<file path="config.mk">
export PLATFORM = sky130hd
export DESIGN_NAME = adcb_host_ctrl
export DESIGN_NICKNAME = d
export VERILOG_FILES = /design/src/rtl/adcb_pkg.sv /design/src/rtl/adcb_sync.sv /design/src/rtl/adcb_timer.sv /design/src/rtl/adcb_result.sv /design/src/rtl/adcb_host_ctrl.sv
export SDC_FILE = /design/constraint.sdc
export NUM_CORES = 1
export LEC_CHECK = 0
export ABC_AREA = 1
export BUFFER_PORTS_ARGS = -buffer_cell sky130_fd_sc_hd__buf_2
export CAP_MARGIN = 10
export CORE_UTILIZATION = 49
export DETAILED_ROUTE_END_ITERATION = 16
export PLACE_DENSITY = 0.76
export SLEW_MARGIN = 20
export SYNTH_ARGS = -nofsm -noshare
export SYNTH_HDL_FRONTEND = slang
export SYNTH_SLANG_ARGS = --single-unit
export TNS_END_PERCENT = 10
</file>
<file path="constraint.sdc">
create_clock -name clk -period 1.7 [get_ports clk]
set_input_delay 0.17 -clock clk [delete_from_list [all_inputs] [get_ports clk]]
set_output_delay 0.17 -clock clk [all_outputs]
set_load 0.05 [all_outputs]
</file>
<file path="src/rtl/adcb_pkg.sv">
package adcb_pkg;

    localparam int CHAN_W = 3;
    localparam int RES_W  = 12;
    localparam int OUT_W  = 16;

    typedef struct packed {
        logic [CHAN_W-1:0] chan;
        logic              range_hi;
        logic              bipolar;
        logic [1:0]        clk_mode;
        logic              ext_acq;
    } adcb_req_t;

    typedef enum logic [3:0] {
        S_IDLE,
        S_WSET,
        S_WSTB,
        S_WHLD,
        S_ACQ,
        S_WAIT,
        S_RSET,
        S_RSTB,
        S_RHLD,
        S_RESP
    } adcb_state_t;

    // Byte layout decoded by the converter: [7:6] clock mode, [5] hold-open,
    // [4] bipolar, [3] range, [2:0] channel.
    function automatic logic [7:0] ctl_byte(adcb_req_t r, logic hold_open);
        return {r.clk_mode, hold_open, r.bipolar, r.range_hi, r.chan};
    endfunction

    function automatic logic [OUT_W-1:0] widen(logic [RES_W-1:0] v, logic signed_fmt);
        return {{(OUT_W-RES_W){signed_fmt & v[RES_W-1]}}, v};
    endfunction

endpackage

</file>
<file path="src/rtl/adcb_sync.sv">
module adcb_sync #(
    parameter int STAGES = 2
) (
    input  logic clk,
    input  logic rst,
    input  logic d_n,
    output logic q_n
);
    logic [STAGES-1:0] sh;

    always_ff @(posedge clk) begin
        if (rst) sh <= '1;
        else     sh <= {sh[STAGES-2:0], d_n};
    end

    assign q_n = sh[STAGES-1];
endmodule

</file>
<file path="src/rtl/adcb_timer.sv">
module adcb_timer #(
    parameter int W = 8
) (
    input  logic         clk,
    input  logic         rst,
    input  logic         load,
    input  logic [W-1:0] load_val,
    output logic [W-1:0] cnt,
    output logic         expired
);
    always_ff @(posedge clk) begin
        if (rst)             cnt <= '0;
        else if (load)       cnt <= load_val;
        else if (cnt != '0)  cnt <= cnt - 1'b1;
    end

    assign expired = (cnt == '0);

    // every phase length relies on a strict one-per-cycle countdown
    p_tmr_step_r2: assert property (@(posedge clk) disable iff (rst)
        (!load && cnt != '0) |=> (cnt == $past(cnt) - 1'b1));
endmodule

</file>
<file path="src/rtl/adcb_result.sv">
module adcb_result
    import adcb_pkg::*;
(
    input  logic              clk,
    input  logic              rst,
    input  logic              capture,
    input  logic [RES_W-1:0]  raw,
    input  logic              bipolar,
    input  logic [CHAN_W-1:0] chan_in,
    output logic [OUT_W-1:0]  data,
    output logic [CHAN_W-1:0] chan
);
    always_ff @(posedge clk) begin
        if (rst) begin
            data <= '0;
            chan <= '0;
        end else if (capture) begin
            data <= widen(raw, bipolar);
            chan <= chan_in;
        end
    end

    // upper bits follow the sign only for bipolar results
    p_sign_fill_r7: assert property (@(posedge clk) disable iff (rst)
        capture |=> (data[OUT_W-1:RES_W] ==
                     {(OUT_W-RES_W){$past(bipolar) & $past(raw[RES_W-1])}}));
endmodule

</file>
<file path="src/rtl/adcb_host_ctrl.sv">
module adcb_host_ctrl
    import adcb_pkg::*;
#(
    parameter int SETUP_CYC   = 2,
    parameter int STROBE_CYC  = 3,
    parameter int HOLD_CYC    = 1,
    parameter int TIMEOUT_CYC = 4096,
    parameter int ACQ_W       = 8,
    parameter int SYNC_STAGES = 2
) (
    input  logic              clk,
    input  logic              rst,
    input  logic              req_valid,
    output logic              req_ready,
    input  logic [CHAN_W-1:0] req_chan,
    input  logic              req_range,
    input  logic              req_bipolar,
    input  logic [1:0]        req_clk_mode,
    input  logic              req_ext_acq,
    input  logic [ACQ_W-1:0]  req_acq_cycles,
    input  logic              abort,
    output logic              rsp_valid,
    output logic [OUT_W-1:0]  rsp_data,
    output logic [CHAN_W-1:0] rsp_chan,
    output logic              err_timeout,
    output logic              adc_cs_n,
    output logic              adc_wr_n,
    output logic              adc_rd_n,
    input  logic              adc_int_n,
    output logic [7:0]        bus_wdata,
    output logic              bus_oe,
    input  logic [RES_W-1:0]  bus_rdata
);
    localparam int TO_W  = $clog2(TIMEOUT_CYC + 1);
    localparam int TMR_W = (TO_W > ACQ_W) ? TO_W : ACQ_W;
    localparam logic [TMR_W-1:0] SETUP_LD  = TMR_W'(SETUP_CYC - 1);
    localparam logic [TMR_W-1:0] STROBE_LD = TMR_W'(STROBE_CYC - 1);
    localparam logic [TMR_W-1:0] HOLD_LD   = TMR_W'(HOLD_CYC - 1);
    localparam logic [TMR_W-1:0] TO_LD     = TMR_W'(TIMEOUT_CYC - 1);
    localparam logic [TMR_W-1:0] INT_OPEN  = TMR_W'(TIMEOUT_CYC - 1 - SYNC_STAGES);

    adcb_state_t      state, nxt;
    adcb_req_t        req_q;
    logic [ACQ_W-1:0] acq_q;
    logic             second_q;
    logic             first_ext;
    logic             tmr_load;
    logic [TMR_W-1:0] tmr_val;
    logic [TMR_W-1:0] tmr_cnt;
    logic             tmr_exp;
    logic             int_s_n;
    logic             int_seen;
    logic             capture;
    logic [TMR_W-1:0] acq_ld;

    adcb_sync #(.STAGES(SYNC_STAGES)) u_sync (
        .clk(clk), .rst(rst), .d_n(adc_int_n), .q_n(int_s_n)
    );

    adcb_timer #(.W(TMR_W)) u_timer (
        .clk(clk), .rst(rst), .load(tmr_load), .load_val(tmr_val),
        .cnt(tmr_cnt), .expired(tmr_exp)
    );

    adcb_result u_result (
        .clk(clk), .rst(rst), .capture(capture), .raw(bus_rdata),
        .bipolar(req_q.bipolar), .chan_in(req_q.chan),
        .data(rsp_data), .chan(rsp_chan)
    );

    assign first_ext = req_q.ext_acq && !second_q;
    assign acq_ld    = (acq_q == '0) ? '0 : TMR_W'(acq_q) - 1'b1;
    assign int_seen  = !int_s_n && (tmr_cnt <= INT_OPEN);
    assign capture   = (state == S_RSTB) && tmr_exp;

    always_comb begin
        nxt      = state;
        tmr_load = 1'b0;
        tmr_val  = '0;
        unique case (state)
            S_IDLE: if (req_valid) begin
                nxt = S_WSET; tmr_load = 1'b1; tmr_val = SETUP_LD;
            end
            S_WSET: if (tmr_exp) begin
                nxt = S_WSTB; tmr_load = 1'b1; tmr_val = STROBE_LD;
            end
            S_WSTB: if (tmr_exp) begin
                nxt = S_WHLD; tmr_load = 1'b1; tmr_val = HOLD_LD;
            end
            S_WHLD: if (tmr_exp) begin
                tmr_load = 1'b1;
                if (first_ext) begin
                    nxt = S_ACQ; tmr_val = acq_ld;
                end else begin
                    nxt = S_WAIT; tmr_val = TO_LD;
                end
            end
            S_ACQ: if (abort) begin
                nxt = S_IDLE;
            end else if (tmr_exp) begin
                nxt = S_WSET; tmr_load = 1'b1; tmr_val = SETUP_LD;
            end
            S_WAIT: if (abort || (tmr_exp && !int_seen)) begin
                nxt = S_IDLE;
            end else if (int_seen) begin
                nxt = S_RSET; tmr_load = 1'b1; tmr_val = SETUP_LD;
            end
            S_RSET: if (tmr_exp) begin
                nxt = S_RSTB; tmr_load = 1'b1; tmr_val = STROBE_LD;
            end
            S_RSTB: if (tmr_exp) begin
                nxt = S_RHLD; tmr_load = 1'b1; tmr_val = HOLD_LD;
            end
            S_RHLD: if (tmr_exp) nxt = S_RESP;
            S_RESP: nxt = S_IDLE;
            default: nxt = S_IDLE;
        endcase
    end

    always_ff @(posedge clk) begin
        if (rst) begin
            state       <= S_IDLE;
            req_q       <= '0;
            acq_q       <= '0;
            second_q    <= 1'b0;
            err_timeout <= 1'b0;
        end else begin
            state       <= nxt;
            err_timeout <= (state == S_WAIT) && !abort && tmr_exp && !int_seen;
            if (state == S_IDLE && req_valid) begin
                req_q    <= '{chan: req_chan, range_hi: req_range, bipolar: req_bipolar,
                              clk_mode: req_clk_mode, ext_acq: req_ext_acq};
                acq_q    <= req_acq_cycles;
                second_q <= 1'b0;
            end else if (state == S_ACQ && tmr_exp) begin
                second_q <= 1'b1;
            end
        end
    end

    assign req_ready = (state == S_IDLE);
    assign rsp_valid = (state == S_RESP);
    assign adc_wr_n  = (state != S_WSTB);
    assign adc_rd_n  = (state != S_RSTB);
    assign bus_oe    = (state == S_WSET) || (state == S_WSTB) || (state == S_WHLD);
    assign adc_cs_n  = !(bus_oe || (state == S_RSET) || (state == S_RSTB) || (state == S_RHLD));
    assign bus_wdata = ctl_byte(req_q, first_ext);

    // strobes are only ever issued inside a chip-select window
    p_strobe_in_cs_r6: assert property (@(posedge clk) disable iff (rst)
        (!adc_wr_n || !adc_rd_n) |-> !adc_cs_n);
    // nothing drives the data lines during a read
    p_no_drive_read_r6: assert property (@(posedge clk) disable iff (rst)
        !adc_rd_n |-> !bus_oe);
    // byte is held through the end of the write strobe
    p_wdata_hold_r1: assert property (@(posedge clk) disable iff (rst)
        $rose(adc_wr_n) |-> ($stable(bus_wdata) && bus_oe));
    // ready drops after acceptance
    p_ready_drop_r11: assert property (@(posedge clk) disable iff (rst)
        (req_valid && req_ready) |=> !req_ready);
    // one-cycle response pulse
    p_rsp_pulse_r7: assert property (@(posedge clk) disable iff (rst)
        rsp_valid |=> !rsp_valid);
    // timeout lands in idle
    p_timeout_idle_r8: assert property (@(posedge clk) disable iff (rst)
        err_timeout |-> (req_ready && !rsp_valid));
    // quiet bus after reset
    p_reset_quiet_r10: assert property (@(posedge clk)
        rst |=> (adc_cs_n && adc_wr_n && adc_rd_n && !bus_oe && req_ready));
endmodule

</file>
-- Word level (Yosys, flattened, before mapping)
Index checks and enable logic that the tools add are counted.
- shifts and indexed selects: 0
- order comparisons: 1
- multiply operators: 0
- div/mod/pow operators: 0
- reductions and logical operators: 29
- bitwise operators: 1
- multiplexer cells: 31
- eq/ne operators: 20
- add/subtract/negate cells: 2
- operator list (operator ; number):
    two-way mux 13 bit ; 5
    one-hot mux 13 bit (5 select lines) ; 1
    two-way mux 4 bit ; 11
    one-hot mux 4 bit (9 select lines) ; 1
    equality test 4 x 3 -> 1 bit (second input constant) ; 4
    != test 2 bit (second input constant) ; 7
    less-or-equal comparator 13 x 12 -> 1 bit (second input constant) ; 1
    logical NOT 13 bit ; 1
    nonzero test 13 bit ; 1
    subtractor 13 x 1 -> 13 bit (second input constant) ; 1
    two-way mux 1 bit ; 11
    logical AND 1 bit ; 9
    AND reduction 9 bit ; 1
    subtractor 8 x 1 -> 9 bit (second input constant) ; 1
    equality test 4 x 2 -> 1 bit (second input constant) ; 2
    equality test 4 bit (second input constant) ; 2
    logical NOT 8 bit ; 1
    logical OR 1 bit ; 6
    != test 3 bit (second input constant) ; 2
    logical NOT 1 bit ; 5
    OR reduction 5 bit ; 1
    equality test 4 x 1 -> 1 bit (second input constant) ; 1
    logical NOT 4 bit ; 1
    != test 4 x 2 -> 1 bit (second input constant) ; 1
    other kinds (6) ; 7
- input bits: 33
- latch bits: 0
- memory bits (read-only): 0
- output and inout port bits: 34
- memories kept: 0
- bits in writable memories: 0
- word-level logic and storage cells: 97
- register bits: 53

-- Logic depth before layout (Yosys ltp)
Gate-level depths: netlist of the first run.
- word-level depth: 8
- gate-level depth with buffers: 13
- depth with buffers taken out: 13

-- Modules after synthesis
From an unflattened synthesis of the first run, not the netlist that was laid out.
- cell total of the unflattened synthesis: 437
- area, all modules: 3001.6 µm²
- modules (own cells, without submodules) (module ; cells each ; area an instance (µm²) ; times used ; seq. area each (µm²)):
    adcb_host_ctrl ; 219 ; 1418.9 ; 1 ; 440.4
    adcb_timer ; 139 ; 942.2 ; 1 ; 260.2
    adcb_result ; 72 ; 581.8 ; 1 ; 320.3
    adcb_sync ; 7 ; 58.8 ; 1 ; 40.0

-- Worst setup path before layout of the first run
Ideal clock, no wire load.
- path kind: reg2reg
- start point: register state[3]
- end point: register state[3]
- period minus slack after synthesis: 1.981 ns
- setup time: 0.118 ns
- stages on the path, launching flop included: 10
- path buffers: 0
- arrival time: 1.863 ns
- data required time: 1.582 ns
- setup slack: -0.281 ns
- path through: dfxtp_1 > inv_2 > nand2_1 > o21ai_2 > nor2_1 > nand2_1 > nand2_2 > nand3_4 > nor3_1 > nor2_1
- cells in the longest elaborated chain, start to end: 3
- elaborated cells on any way between the ends: 20
- classes of those cells: 17 x eq/ne; 1 x mux; 2 x reduce/logical
- RTL lines (what ; line ; RTL):
    start, declared ; adcb_host_ctrl.sv:42 ; adcb_state_t state, nxt;
    start signal, assigned ; adcb_host_ctrl.sv:128 ; state <= nxt;
    equality test 4 x 3 -> 1 bit, or another cell as far along ; adcb_host_ctrl.sv:80 ; unique case (state)
    != test 3 bit (no line) or != test 2 bit (tied branches) ; -- ;
    AND reduction 9 bit (no line) ; -- ;
Several ways; a longest one is shown, not always the timed one.
A chain may end at the register's enable or synchronous reset.

-- Worst setup path in the final report of the first run
- start point: register u_timer.cnt[1]
- end point: register u_timer.cnt[8]
- cells in the longest elaborated chain, start to end: 8
- elaborated cells on any way between the ends: 18
- classes of those cells: 1 x add/sub; 1 x order compare; 9 x mux; 7 x reduce/logical
- RTL lines (what ; line ; RTL):
    start, declared ; adcb_timer.sv:8 ; output logic [W-1:0] cnt,
    start signal, assigned ; adcb_timer.sv:13 ; else if (load) cnt <= load_val;
    start signal, assigned ; adcb_timer.sv:14 ; else if (cnt != '0) cnt <= cnt - 1'b1;
    less-or-equal comparator 13 x 12 -> 1 bit ; adcb_host_ctrl.sv:73 ; assign int_seen = !int_s_n && (tmr_cnt <= INT_OPEN);
    logical AND 1 bit ; adcb_host_ctrl.sv:73 ;
    logical NOT 1 bit ; adcb_host_ctrl.sv:103 ; S_WAIT: if (abort || (tmr_exp && !int_seen)) begin
    logical AND 1 bit ; adcb_host_ctrl.sv:103 ;
    logical OR 1 bit ; adcb_host_ctrl.sv:103 ;
    two-way mux 1 bit ; adcb_host_ctrl.sv:103 ;
    one-hot mux 1 bit (4 select lines) ; adcb_host_ctrl.sv:80 ;
    two-way mux 13 bit or nonzero test 2 bit (tied branches) ; -- ;
Several ways; a longest one is shown, not always the timed one. The select of a mux whose other input is x is not followed.

==> results of run 1 <==
-- sequential cells by signal, indices dropped and copies added, names as in the netlist --
| name | cells |
|---|---|
| u_timer.cnt | 13 |
| req_q | 1 |
| second_q | 1 |
| state | 4 |
| u_sync.sh | 2 |
| bus_wdata | 7 |
| u_result.data | 13 |
| acq_q | 8 |
| err_timeout | 1 |
| u_result.chan | 3 |
-- repair_timing --
action,4_1_cts,5_1_grt
gates resized for setup,8,33
gates cloned,0,0
pin swaps,2,12
setup buffers,4,3
setup endpoints to repair,9,37
-- per-stage QoR --
| step | setup slack [ns] | hold slack, ns | TNS (ns) |
|---|---|---|---|
| detailed placement | -0.0698 | 0.355 | -0.240 |
| CTS | -0.00921 | 0.0343 | -0.0131 |
| global placement | 0.0147 | 0.356 | 0 |
| finish | -0.0380 | 0.0411 | -0.195 |
| floorplan | -0.0267 | 0.274 | -0.0366 |
| global route | -0.147 | 0.0355 | -1.59 |
-- cells by family (layout without fill, tap and decap cells) --
| family | count (synthesis) | in the layout | synth area share, % |
|---|---|---|---|
| adder cells (fa/ha/maj) | 5 | 5 | 2.04 |
| AO/OA/AOI/OAI | 88 | 88 | 15.5 |
| AND/OR/NAND/NOR | 173 | 173 | 32.3 |
| flip-flops | 53 | 53 | 34.6 |
| XOR/XNOR | 12 | 12 | 3.43 |
| buffers and inverters | 80 | 149 | 12.1 |
-- worst paths after layout --
| check | to | slack (ns) | cells past startpoint |
|---|---|---|---|
| hold / removal | u_sync.sh[0] | 0.04 | 2 |
| setup reg to reg | u_timer.cnt[8] | -0.04 | 13 |
| setup / recovery | u_timer.cnt[8] | -0.04 | 13 |
| hold reg to reg | u_sync.sh[1] | 0.43 | 1 |
-- power groups by stage --
| stage | combinational [W] | sequential, W | clock, W |
|---|---|---|---|
| 6_report | 0.00415 | 0.00177 | 0.000741 |
| 5_1_grt | 0.00455 | 0.00181 | 0.000812 |
| 4_1_cts | 0.00393 | 0.00174 | 0.000759 |
| 3_5_place_dp | 0.00381 | 0.00176 | 0 |
| 3_3_place_gp | 0.00370 | 0.00176 | 0 |
| 2_1_floorplan | 0.00310 | 0.00171 | 0 |
-- critical path, delay by kind of cell (launching register included) --
kind	cells	cell delay [ns]
AOI/OAI and AO/OA	1	0.05
adders and majority gates	1	0.15
buffers and inverters	3	0.25
DFF	1	0.38
and+or+nand+nor	8	0.78
-- cells in the final DEF (no fill, tap or decap), types with 7 or more instances in the layout --
cell type and count:
dfxtp_1 47, buf_2 65, a21oi_1 37, a21oi_2 7, nor2_2 7, o21ai_1 10, nand3_2 11, nand3_1 13
buf_4 15, inv_2 9, inv_1 44, nand2_1 71, nor3_1 7, nand2_4 8, o21ai_0 24, nor2_1 28
xor2_1 11
-- final cells by class --
type                       count  area (µm²)  share of cell area (%)
clock buffer                   5        68.8                    1.86
clock inverter                 3        25.0                   0.676
inverter                      58         226                    6.12
multi-input combinational    278        1740                    47.0
sequential                    53        1070                    29.0
tap                           75        93.8                    2.54
timing repair buffer          83         472                    12.7
-- metal layers --
metal / GRT usage, % / wire [µm] / up-vias
met2: 37.1 / 3470 / 61
met5: 0 / 0 / -
met3: 4.72 / 310 / 16
met1: 27.2 / 3120 / 1284
met4: 8.04 / 139 / 0
li1: - / - / 1441
==> results.sh, run 1 <==
export IMPL_clock_sinks=53
export IMPL_p_int_w=0.00327
export IMPL_final_setup_worst_slack_ns=-0.0380
export IMPL_synth_area_mm2=0.00306
export IMPL_combPwrFrac_pct=62.3
export IMPL_p_per_area_mw_per_mm2=1800
export IMPL_fin_crit_ns=1.74
export IMPL_wl_mm=7.04
export IMPL_worstSetupPathType="flop to flop"
export IMPL_antenna_cells=0
export IMPL_place_inst=540
export IMPL_maxCapViolCount=0
export IMPL_vias_per_cell=5.05
export IMPL_maxSlewViolCount=0
export IMPL_synth_edf_count=0
export IMPL_fin_util_pct=61.8
export IMPL_seqPwrFrac_pct=26.6
export IMPL_hp_class="primary input to flop"
export IMPL_violations="setup timing"
export IMPL_via_count=2802
export IMPL_fin_skew_ns=0.0121
export IMPL_startpoint_type="flop"
export IMPL_final_antenna_net_count=0
export IMPL_numCtsBuffers=5
export IMPL_end_kind="flop"
export IMPL_antenna_found_initial=0
export IMPL_nets=517
export IMPL_drive_gt1_share_pct=36.7
export IMPL_grt_pass1_vias=2568
export IMPL_hpwl_mm=5.31
export IMPL_syn_nets=449
export IMPL_worstMarginPinSlew_ns=0.340
export IMPL_hold_buffers=0
export IMPL_cp_required_ns=1.89
export IMPL_final_hold_viol_count=0
export IMPL_cp_max_fo=6
export IMPL_startpoint="u_timer.cnt[1]"
export IMPL_crit_chain="inv_4 > ha_4 > inv_2 > nand2_2 > nor2_2 > nand3_2 > nand3_4 > nand2_4 > nor2_8 > buf_6 > nand2_4 > nand2_4 > a31oi_1"
export IMPL_ctsLongestPathBuffers=2
export IMPL_die_y_um=81.1
export IMPL_initial_core_util_pct=51.1
export IMPL_ys_types=38
export IMPL_ys_seq_elements=53
export IMPL_die_area_mm2=0.00657
export IMPL_setup_violations_final=7
export IMPL_timing_rr_start="u_timer.cnt[1]"
export IMPL_cts_tree="built"
export IMPL_pwr_share_clk_pct=11.1
export IMPL_ys_async_sr_fraction_pct=0
export IMPL_ys_top_cells_by_area="dfxtp_1 35%, nand2_1 8.9%, a21oi_1 6.4%"
export IMPL_synth_top_area_share_pct=34.6
export IMPL_avgSynthCellArea_um2=7.45
export IMPL_p_total_w=0.00666
export IMPL_max_stage_delay_ns=0.38
export IMPL_finalCritPeriodShare_pct=102
export IMPL_wire_per_inst_um=12.7
export IMPL_hold_start="adc_int_n"
export IMPL_rsz0062_at_grt="true"
export IMPL_max_slew_margin_rel_pct=77.3
export IMPL_drtIter0Drc=116
export IMPL_grt_max_degree=31
export IMPL_grt_use_total_pct=21.9
export IMPL_p_sw_w=0.00340
export IMPL_io_buffer_count=66
export IMPL_ys_flop_type="dfxtp_1"
export IMPL_status="finished, violations left"
export IMPL_crit_top_cell="nand2_4"
export IMPL_synthTopCellsByCount="73 x nand2_1, 53 x dfxtp_1, 47 x inv_1, 39 x a21oi_1, 31 x nor2_1"
export IMPL_ioPinCount=67
export IMPL_yosys_warnings=0
export IMPL_synth_cells=411
export IMPL_overflow=0
export IMPL_slowest_stage="dfxtp_4"
export IMPL_dpl_cell_area_mm2=0.00342
export IMPL_cellLeakagePower_nw=1.73
export IMPL_ys_seq_area_share_pct=34.6
export IMPL_peakVddDrop_mv=0.961
export IMPL_p_sw_share_pct=51.0
export IMPL_clk_pin_slew_ns=0.10
export IMPL_max_freq_mhz=575
export IMPL_core_area_mm2=0.00599
export IMPL_drc=0
export IMPL_yosysTopAreaCell="dfxtp_1"
export IMPL_arrival_ns=1.93
export IMPL_fillers=539
export IMPL_drt_pass1_iterations=4
export IMPL_dieWidth_um=81.1
export IMPL_cts_root_buf="clkbuf_8"
export IMPL_finalNonFillerCells=555
export IMPL_syn_to_final_growth_pct=20.8
export IMPL_grt_pass1_wl_mm=11.2
export IMPL_yosysMostFrequentCell="nand2_1"
export IMPL_final_area_mm2=0.00370
export IMPL_cts_htree_levels=2
export IMPL_insertion_delay_ns=0.31
export IMPL_rows=28
export IMPL_place_gp_congestion=0.926
No activity file was read; power rests on OpenSTA's default activity.
==> run 2: changes to the inputs <==
Settings changed: CORE_UTILIZATION 49 to 51, CTS_BUF_LIST from default to sky130_fd_sc_hd__clkbuf_8, PLACE_DENSITY 0.76 to 0.79.
==> run 2 against run 1 <==
The run still ends with setup timing left. Sequential cell count unchanged. Via count up 0.14%. Fmax grew 1.3%. Clock power decreased by 0.9%.
==> results.sh, run 2 (synthesized netlist as in run 1, its figures left out) <==
export IMPL_status="finished, violations left"
export IMPL_violations="setup timing"
export IMPL_rsz0062_at_grt="true"
export IMPL_final_antenna_net_count=0
export IMPL_antenna_found_initial=0
export IMPL_overflow=0
export IMPL_final_common_cell="nand2_1"
export IMPL_insertion_delay_ns=0.31
export IMPL_end_kind="flop"
export IMPL_grt_pass1_vias=2539
export IMPL_fillers=474
export IMPL_worstSetupPathType="flop to flop"
export IMPL_initial_core_util_pct=54.3
export IMPL_hold_buffers=0
export IMPL_io_buffer_count=66
export IMPL_pre_cts_slack_ns=-0.0213
export IMPL_dpl_cell_area_mm2=0.00347
export IMPL_cts_htree_levels=2
export IMPL_drtIter0Drc=130
export IMPL_cts_root_buf="clkbuf_8"
export IMPL_fin_skew_ns=0.00305
export IMPL_worstMarginPinSlew_ns=0.338
export IMPL_hpwl_mm=5.25
export IMPL_cp_required_ns=1.95
export IMPL_reg2reg_to="u_timer.cnt[0]"
export IMPL_clk_pin_slew_ns=0.10
export IMPL_antenna_cells=0
export IMPL_peakVddDrop_mv=1.13
export IMPL_wl_mm=7.18
export IMPL_arrival_ns=1.96
export IMPL_via_count=2806
export IMPL_final_setup_worst_slack_ns=-0.0149
export IMPL_ctsLongestPathBuffers=2
export IMPL_place_gp_congestion=0.893
export IMPL_ff2ff_path_depth=13
export IMPL_nets=522
export IMPL_fin_util_pct=65.5
export IMPL_cellLeakagePower_nw=1.76
export IMPL_hp_class="primary input to flop"
export IMPL_syn_to_final_growth_pct=20.6
export IMPL_grt_pass1_wl_mm=11.4
export IMPL_numCtsBuffers=5
export IMPL_reg_top3="u_result.data x13, u_timer.cnt x13, acq_q x8"
export IMPL_max_slew_margin_rel_pct=77.4
export IMPL_p_per_area_mw_per_mm2=1830
export IMPL_grt_use_total_pct=23.0
export IMPL_rows=27
export IMPL_die_area_mm2=0.00632
export IMPL_drt_pass1_iterations=4
export IMPL_dieWidth_um=79.5
export IMPL_r2r_slack_ns=-0.01
export IMPL_final_area_mm2=0.00369
export IMPL_final_cell_mix="71 x nand2_1, 65 x buf_2, 47 x dfxtp_1"
export IMPL_vias_per_cell=5.04
export IMPL_fin_crit_ns=1.71
export IMPL_maxCapViolCount=0
export IMPL_timing_rr_start="u_timer.cnt[1]"
export IMPL_cp_max_fo=6
export IMPL_die_y_um=79.5
export IMPL_finalCritPeriodShare_pct=101
export IMPL_startpoint_type="flop"
export IMPL_grt_max_degree=32
export IMPL_maxSlewViolCount=0
export IMPL_drc=0
export IMPL_setup_violations_final=3
export IMPL_max_freq_mhz=583
export IMPL_final_hold_viol_count=0
export IMPL_cts_tree="built"
export IMPL_startpoint="u_timer.cnt[1]"
export IMPL_endpoint="u_timer.cnt[0]"
export IMPL_ioPinCount=67
export IMPL_clock_sinks=53
export IMPL_drive_gt1_share_pct=36.1
export IMPL_p_total_w=0.00676
export IMPL_wire_per_inst_um=12.9
export IMPL_core_area_mm2=0.00564
## run 2: changes by cell type in the layout (fill, tap and decap cells not counted), sizes merged
cell	delta
clkbuf	+1
inv	+1
clkinv	-1
buf	+4
## run 2: per-layer routing
layer,GRT usage (%),part of all wire [%],wire [µm]
met1,28.0,44,3160
met2,40.9,50,3590
met3,3.66,3.8,271
met4,7.82,2.2,160
met5,0,0,0
## run 2: power breakdown
group	total [W]	switching (W)	internal, W
combinational	0.00427	0.00269	0.00158
clock	0.000734	0.000440	0.000293
sequential	0.00176	0.000246	0.00151
## run 2: what timing repair did
item                       in CTS  in global routing
buffers inserted                4                  2
resized for setup               6                 21
pin swaps                       2                 14
setup endpoints to repair      10                 40
## run 2: worst min-delay path by stage
stage                     cells past startpoint      endpoint  slack, ns  startpoint
after global routing                          2  u_sync.sh[0]       0.04   adc_int_n
final                                         2  u_sync.sh[0]       0.04   adc_int_n
after global placement                        2  u_sync.sh[0]       0.35   adc_int_n
after CTS                                     2  u_sync.sh[0]       0.03   adc_int_n
after detailed placement                      2  u_sync.sh[0]       0.37   adc_int_n
after floorplan                               1  u_sync.sh[0]       0.27   adc_int_n
## run 2: final cells by class
class                   count  area [µm²]  share of cell area [%]
multi-input cells         278        1690                    45.8
flip-flops and latches     53        1070                    28.9
repair buffers             88         531                    14.4
inverters                  58         221                    6.00
well taps                  72        90.1                    2.44
clock buffers               5        68.8                    1.86
clock inverters             3        21.3                   0.576
## run 2: per-stage QoR
stage	hold slack (ns)	instances	setup TNS, ns
6_report	0.0437	557	-0.0262
3_5_place_dp	0.367	543	-0.0536
2_1_floorplan	0.274	411	-0.0366
5_1_grt	0.0407	557	-1.72
4_1_cts	0.0338	555	0
3_3_place_gp	0.353	543	0
## run 2: worst max-delay path: stages, from the launching register on
cell and delay, ns:
dfxtp_2 0.35, inv_2 0.05, ha_1 0.17, inv_1 0.05, nand2_1 0.05, nor2_2 0.12, nand3_2 0.13, nand3_4 0.13
nand2_4 0.07, nor2_8 0.14, buf_6 0.15, buf_6 0.09, nor3_2 0.03, nor2_1 0.11
